**config.mk**
```make
export PLATFORM = sky130hd
export DESIGN_NAME = pwm_aq_top
export DESIGN_NICKNAME = d
export VERILOG_FILES = /design/src/rtl/pwm_aq_pkg.sv /design/src/rtl/pwm_aq_regs.sv /design/src/rtl/pwm_aq_resolve.sv /design/src/rtl/pwm_aq_chan.sv /design/src/rtl/pwm_aq_top.sv
export SDC_FILE = /design/constraint.sdc
export NUM_CORES = 1
export LEC_CHECK = 0
export ABC_CLOCK_PERIOD_IN_PS = 3700
export BUFFER_PORTS_ARGS = -buffer_cell sky130_fd_sc_hd__buf_2
export CORE_UTILIZATION = 45
export DETAILED_ROUTE_END_ITERATION = 8
export HOLD_SLACK_MARGIN = 0.12
export PLACE_DENSITY = 0.67
export REMOVE_ABC_BUFFERS = 1
export SLEW_MARGIN = 20
export SYNTH_ARGS = -nofsm -noshare
export SYNTH_HDL_FRONTEND = slang
export SYNTH_SLANG_ARGS = --single-unit
```
**constraint.sdc**
```tcl
create_clock -name clk -period 3.7 [get_ports clk]
set_input_delay 0.37 -clock clk [delete_from_list [all_inputs] [get_ports clk]]
set_output_delay 0.37 -clock clk [all_outputs]
set_load 0.005 [all_outputs]
```
**src/rtl/pwm_aq_pkg.sv**
```systemverilog
package pwm_aq_pkg;
  localparam int NUM_EV = 6;
  localparam int ACT_W  = 2 * NUM_EV;

  typedef enum logic [1:0] {
    ACT_NONE = 2'd0,
    ACT_LOW  = 2'd1,
    ACT_HIGH = 2'd2,
    ACT_FLIP = 2'd3
  } act_code_e;

  // event bit positions
  localparam int EV_ZERO  = 0;
  localparam int EV_PRD   = 1;
  localparam int EV_CAU   = 2;
  localparam int EV_CAD   = 3;
  localparam int EV_CBU   = 4;
  localparam int EV_CBD   = 5;

  // rank 0 = lowest priority
  function automatic int ev_by_rank(input int rank);
    case (rank)
      0: ev_by_rank = EV_ZERO;
      1: ev_by_rank = EV_PRD;
      2: ev_by_rank = EV_CBD;
      3: ev_by_rank = EV_CBU;
      4: ev_by_rank = EV_CAD;
      default: ev_by_rank = EV_CAU;
    endcase
  endfunction
endpackage

```
**src/rtl/pwm_aq_regs.sv**
```systemverilog
module pwm_aq_regs
  import pwm_aq_pkg::*;
#(
  parameter int NCH = 2,
  parameter int DW  = 16,
  parameter int AW  = 2
) (
  input  logic                 clk,
  input  logic                 rst_n,
  input  logic                 wr_en,
  input  logic [AW-1:0]        wr_addr,
  input  logic [DW-1:0]        wr_data,
  output logic [NCH*ACT_W-1:0] act_flat,
  output logic [2*NCH-1:0]     frc_q
);
  localparam int FRC_ADDR = NCH;

  for (genvar c = 0; c < NCH; c++) begin : g_act
    always_ff @(posedge clk or negedge rst_n) begin
      if (!rst_n)
        act_flat[c*ACT_W +: ACT_W] <= '0;
      else if (wr_en && (int'(wr_addr) == c))
        act_flat[c*ACT_W +: ACT_W] <= wr_data[ACT_W-1:0];
    end
  end

  always_ff @(posedge clk or negedge rst_n) begin
    if (!rst_n)
      frc_q <= '0;
    else if (wr_en && (int'(wr_addr) == FRC_ADDR))
      frc_q <= wr_data[2*NCH-1:0];
  end
endmodule

```
**src/rtl/pwm_aq_resolve.sv**
```systemverilog
module pwm_aq_resolve
  import pwm_aq_pkg::*;
(
  input  logic [NUM_EV-1:0] ev,
  input  logic [ACT_W-1:0]  act,
  output act_code_e         code
);
  always_comb begin
    code = ACT_NONE;
    for (int r = 0; r < NUM_EV; r++) begin
      if (ev[ev_by_rank(r)] && (act[2*ev_by_rank(r) +: 2] != 2'd0))
        code = act_code_e'(act[2*ev_by_rank(r) +: 2]);
    end
  end
endmodule

```
**src/rtl/pwm_aq_chan.sv**
```systemverilog
module pwm_aq_chan
  import pwm_aq_pkg::*;
(
  input  logic      clk,
  input  logic      rst_n,
  input  act_code_e code,
  input  logic [1:0] frc,
  output logic      pwm
);
  logic lvl_q;
  logic forced;
  logic frc_lvl;

  assign forced  = (frc == 2'd1) || (frc == 2'd2);
  assign frc_lvl = (frc == 2'd2);

  always_ff @(posedge clk or negedge rst_n) begin
    if (!rst_n)
      lvl_q <= 1'b0;
    else if (forced)
      lvl_q <= frc_lvl;
    else begin
      case (code)
        ACT_LOW:  lvl_q <= 1'b0;
        ACT_HIGH: lvl_q <= 1'b1;
        ACT_FLIP: lvl_q <= ~lvl_q;
        default:  lvl_q <= lvl_q;
      endcase
    end
  end

  assign pwm = forced ? frc_lvl : lvl_q;
endmodule

```
**src/rtl/pwm_aq_top.sv**
```systemverilog
module pwm_aq_top
  import pwm_aq_pkg::*;
#(
  parameter int NCH = 2,
  parameter int DW  = 16,
  parameter int AW  = $clog2(NCH + 1)
) (
  input  logic              clk,
  input  logic              rst_n,
  input  logic [NUM_EV-1:0] ev_i,
  input  logic              wr_en,
  input  logic [AW-1:0]     wr_addr,
  input  logic [DW-1:0]     wr_data,
  output logic [NCH-1:0]    pwm_o
);
  logic [NCH*ACT_W-1:0] act_flat;
  logic [2*NCH-1:0]     frc_q;

  pwm_aq_regs #(.NCH(NCH), .DW(DW), .AW(AW)) regs_i (
    .clk(clk), .rst_n(rst_n), .wr_en(wr_en), .wr_addr(wr_addr),
    .wr_data(wr_data), .act_flat(act_flat), .frc_q(frc_q)
  );

  for (genvar c = 0; c < NCH; c++) begin : g_ch
    act_code_e code;
    pwm_aq_resolve res_i (
      .ev(ev_i), .act(act_flat[c*ACT_W +: ACT_W]), .code(code)
    );
    pwm_aq_chan chan_i (
      .clk(clk), .rst_n(rst_n), .code(code),
      .frc(frc_q[2*c +: 2]), .pwm(pwm_o[c])
    );
  end
endmodule

```
==> run_results.csv <==
group,metric,value,unit
setup_path,path_class,"flop to primary output",
yosys,synth-seq-cells,30,
setup_path,worst_path_dominant_cell_family,"flip-flops",
worst_hold_path,hold_class,"input port to flop",
yosys,syn-mean-instance-area,11.90,um2
detailed_routing,detail_route.drc_violations,0,
die,floorplan.rows,20,
placed_design,hpwl,2115,um
setup_path,sum_of_buffers_and_inverters_on_the_critical_path,2,
grt,grt_first_pass_wirelength,4974,um
yosys,netlist_area,0.001440,mm2
grt,via_count_of_the_first_global_routing_pass,1101,
setup_path,max_stage_delay,0.35,ns
die,initial_utilization,0.4717,
final_layout,insertedDiodeCount,0,
clock_tree,cts_setup_buffers,0,
timing,max_slew_margin,0.3038,
power,power_switching_share,0.3072,
timing,final-hold-violation-count,0,
timing,final_max_slew_viol_count,0,
yosys,share_of_the_synthesized_area_in_the_top_cell_type,0.5213,
grt,number_of_antenna_violations_at_the_first_check_in_global_routing,0,
power,fin_total_pwr,871.1,uW
flow_run,max_cap_viol_count,0,
setup_path,crit_slowest_cell,"sky130_fd_sc_hd__dfrtp_1",
die,design.die.area,0.003430,mm2
placed_design,placement.io_buffers,24,
grt,gr-usage-all-layers,0.2019,
final_layout,finalNetCount,178,
clock_tree,cts-root-buf,"sky130_fd_sc_hd__clkbuf_4",
power,power_density,523.9,mW/mm2
setup_path,rr_worst_depth,5,
clock_tree,cts.htree.levels,2,
timing,finalSetupViolations,0,
setup_path,rr_startpoint,"regs_i.act_flat[2]$_DFFE_PN0P_",
yosys,seq_area_frac_synth,0.5213,
clock_tree,cts.path.max_buffers,2,
timing,rsz0062_at_grt,"false",
detailed_routing,dr_total_vias,1066,
power,ir_drop,242.3,uV
worst_hold_path,holdCritStartpoint,"wr_data[5]",
detailed_routing,routedWlPerCell,15.40,um
die,core,0.003053,mm2
yosys,synth_cell_types,30,
power,pwr-share-seq,0.520,
detailed_routing,drt_wl_total,2987,um
setup_path,critical_path.max_fanout,4,
die,floorplan.io_pins,29,
yosys,cell_count_after_synthesis,121,
clock_tree,worst_skew_pair.late_latency,0.33,ns
timing,totalNegativeSetupSlack,0,ns
timing,fmaxAchievable,548.6,MHz
worst_hold_path,hold_depth,3,
clock_tree,clock_pin_transition_on_the_worst_setup_and_hold_timing_paths,0.09,ns
power,switching_power,267.6,uW
setup_path,setup.worst_path.start_class,"flop",
worst_hold_path,holdPathEnd,"regs_i.act_flat[5]$_DFFE_PN0P_",
power,logic_pwr_share,0.245,
grt,grt_remaining_overflow,0,
power,leakage,0.7374,nW
final_layout,flow.area_growth_from_synthesis,15.46,%
detailed_routing,number_of_drc_markers_after_the_initial_detailed_route_iteration,52,
setup_path,cp_data_required_time,3.33,ns
timing,timing.final.crit_period,1.823,ns
final_layout,multi_input_area,655.6,um2
clock_tree,post_cts_hold_buffer_count,1,
setup_path,worstPathArrival,1.45,ns
yosys,synth_largest_area_cell,"sky130_fd_sc_hd__dfrtp_1",
detailed_routing,remaining_number_of_nets_flagged_by_the_antenna_check_after_routing,0,
run_status,status,"finished clean",
power,power_frac_clock,0.235,
clock_tree,cts_resized,0,
placed_design,gp_congestion,0.8001,
die,fp.dieW,58.57,um
final_layout,area_taken_by_flip_flops_and_latches,750.7,um2
final_layout,fillers,285,
yosys,synth.top_cells.by_area,"sky130_fd_sc_hd__dfrtp_1, sky130_fd_sc_hd__mux2_2, sky130_fd_sc_hd__nand2_1, sky130_fd_sc_hd__o21ai_0, sky130_fd_sc_hd__o2111ai_1",
grt,grt_start_max_net_pins,31,
power,power.internal,603.5,uW
detailed_routing,firstDrtPassIters,4,
detailed_routing,ratio_of_routed_vias_to_standard_cells,5.495,
die,die_height,58.57,um
final_layout,post_route_cells_drive_above_1_share,0.4000,
setup_path,worstPathCellList,"inv_1 -> ha_1 -> nor2b_1 -> a21o_1 -> buf_2",
timing,finalClockSkew,0.001822,ns
timing,min_period_over_period,0.4927,
setup_path,r2r_end,"g_ch[0].chan_i.lvl_q$_DFFE_PN0P_",
yosys,ys_warns,0,
setup_path,cp-end-kind,"primary output",
setup_path,timing.reg2reg.setup_slack,2.26,ns
clock_tree,cts.sinks,30,
timing,tightestPinTransition,1.040,ns
clock_tree,tritoncts,"yes",
clock_tree,cts_buffers,5,
[flip-flops by register name (all words and copies together), names as in the netlist]
| signal | cells |
|---|---|
| regs_i.act_flat | 24 |
| regs_i.frc_q | 4 |
| g_ch.chan_i.lvl_q | 2 |
[power by group through the flow]
| stage | Combinational (mW) | Sequential, mW | Clock, mW |
|---|---|---|---|
| after CTS | 0.214 | 0.451 | 0.210 |
| after global placement | 0.202 | 0.453 | 0 |
| final | 0.213 | 0.453 | 0.205 |
| after detailed placement | 0.210 | 0.457 | 0 |
| after global routing | 0.239 | 0.462 | 0.230 |
| after floorplan | 0.150 | 0.438 | 0 |
[worst max path at each step]
stage / startpoint / endpoint / slack (ns) / depth (start not counted)
after detailed placement: wr_addr[1] / regs_i.act_flat[6]$_DFFE_PN0P_ / 1.80 / 3
after global placement: wr_addr[1] / regs_i.act_flat[2]$_DFFE_PN0P_ / 1.80 / 3
final: regs_i.frc_q[2]$_DFFE_PN0P_ / pwm_o[1] / 1.88 / 5
after global routing: regs_i.frc_q[2]$_DFFE_PN0P_ / pwm_o[1] / 1.79 / 5
after floorplan: wr_addr[1] / regs_i.act_flat[0]$_DFFE_PN0P_ / 1.82 / 2
after CTS: regs_i.frc_q[2]$_DFFE_PN0P_ / pwm_o[1] / 1.89 / 5
[cell families after synthesis]
logic type,count (synthesis),share of synthesized area
buffers and inverters,7,0.02693
and+or+nand+nor,28,0.09383
DFF,30,0.5213
AOI/OAI and AO/OA,27,0.1295
muxes,27,0.2111
adders and majority gates,2,0.01737
[cell usage after synthesis]
cell / instances
sky130_fd_sc_hd__a2111oi_0: 1
sky130_fd_sc_hd__a21boi_0: 1
sky130_fd_sc_hd__a21o_1: 1
sky130_fd_sc_hd__a21oi_1: 3
sky130_fd_sc_hd__a311o_1: 1
sky130_fd_sc_hd__a31oi_1: 2
sky130_fd_sc_hd__a32o_1: 1
sky130_fd_sc_hd__a32oi_1: 1
sky130_fd_sc_hd__a41oi_1: 1
sky130_fd_sc_hd__and2_1: 2
sky130_fd_sc_hd__buf_2: 1
sky130_fd_sc_hd__buf_4: 3
sky130_fd_sc_hd__dfrtp_1: 30
sky130_fd_sc_hd__ha_1: 2
sky130_fd_sc_hd__inv_1: 3
sky130_fd_sc_hd__mux2_2: 27
sky130_fd_sc_hd__nand2_1: 16
sky130_fd_sc_hd__nand2b_1: 2
sky130_fd_sc_hd__nand3_1: 1
sky130_fd_sc_hd__nand3b_1: 2
sky130_fd_sc_hd__nand4_1: 1
sky130_fd_sc_hd__nor2_1: 1
sky130_fd_sc_hd__nor2b_1: 1
sky130_fd_sc_hd__nor3b_1: 1
sky130_fd_sc_hd__o2111ai_1: 3
sky130_fd_sc_hd__o211ai_1: 1
sky130_fd_sc_hd__o21a_1: 2
sky130_fd_sc_hd__o21ai_0: 8
sky130_fd_sc_hd__o221ai_1: 1
sky130_fd_sc_hd__or2_2: 1
[worst min-delay path: cells and delay by family]
kind | cells | cell delay, ns
buf+inv | 1 | 0.09
simple gates | 1 | 0.05
compound gates | 1 | 0.06
[stage by stage]
stage / setup slack [ns] / utilization / cells / instance area [um2] / hold WS, ns
floorplan: 1.818 / - / 117 / 1413 / 0.07441
global placement: 1.803 / 0.5217 / 185 / 1593 / 0.4234
detailed placement: 1.803 / 0.5217 / 185 / 1593 / 0.4360
CTS: 1.887 / 0.5447 / 194 / 1663 / 0.2622
global route: 1.789 / 0.5447 / 194 / 1663 / 0.2542
finish: 1.877 / 0.5447 / 194 / 1663 / 0.2686
[cell type report]
| cell class | instances | share of cell area |
|---|---|---|
| Clock inverter | 1 | 0.003010 |
| Clock buffer | 7 | 0.03311 |
| Inverter | 3 | 0.006772 |
| Timing Repair Buffer | 25 | 0.07825 |
| Sequential cell | 30 | 0.4515 |
| Multi-Input combinational cell | 84 | 0.3943 |
| Tap cell | 44 | 0.03311 |
[routing by layer]
metal / track usage / vias up / wire, um / share of wire
met3: 0.07033 / 6 / 134 / 0.045
li1: - / 505 / - / -
met1: 0.2363 / 530 / 1302 / 0.44
met4: 0.07823 / 0 / 40 / 0.013
met2: 0.3415 / 25 / 1509 / 0.51
met5: 0 / - / 0 / 0
[cells in the final DEF, fill, tap and decap left out, types with 2 or more instances in the layout]
cell type / Yosys / routed
sky130_fd_sc_hd__o2111ai_1: 3 / 3
sky130_fd_sc_hd__o21a_1: 2 / 2
sky130_fd_sc_hd__nand2b_1: 2 / 2
sky130_fd_sc_hd__a21oi_1: 3 / 3
sky130_fd_sc_hd__clkbuf_4: 0 / 5
sky130_fd_sc_hd__dfrtp_1: 30 / 30
sky130_fd_sc_hd__nand2_1: 16 / 16
sky130_fd_sc_hd__a31oi_1: 2 / 2
sky130_fd_sc_hd__inv_1: 3 / 3
sky130_fd_sc_hd__o21ai_0: 8 / 8
sky130_fd_sc_hd__buf_2: 1 / 24
sky130_fd_sc_hd__ha_1: 2 / 2
sky130_fd_sc_hd__mux2_2: 27 / 27
sky130_fd_sc_hd__and2_1: 2 / 2
sky130_fd_sc_hd__nand3b_1: 2 / 2
(Power assumes the default switching activity.)
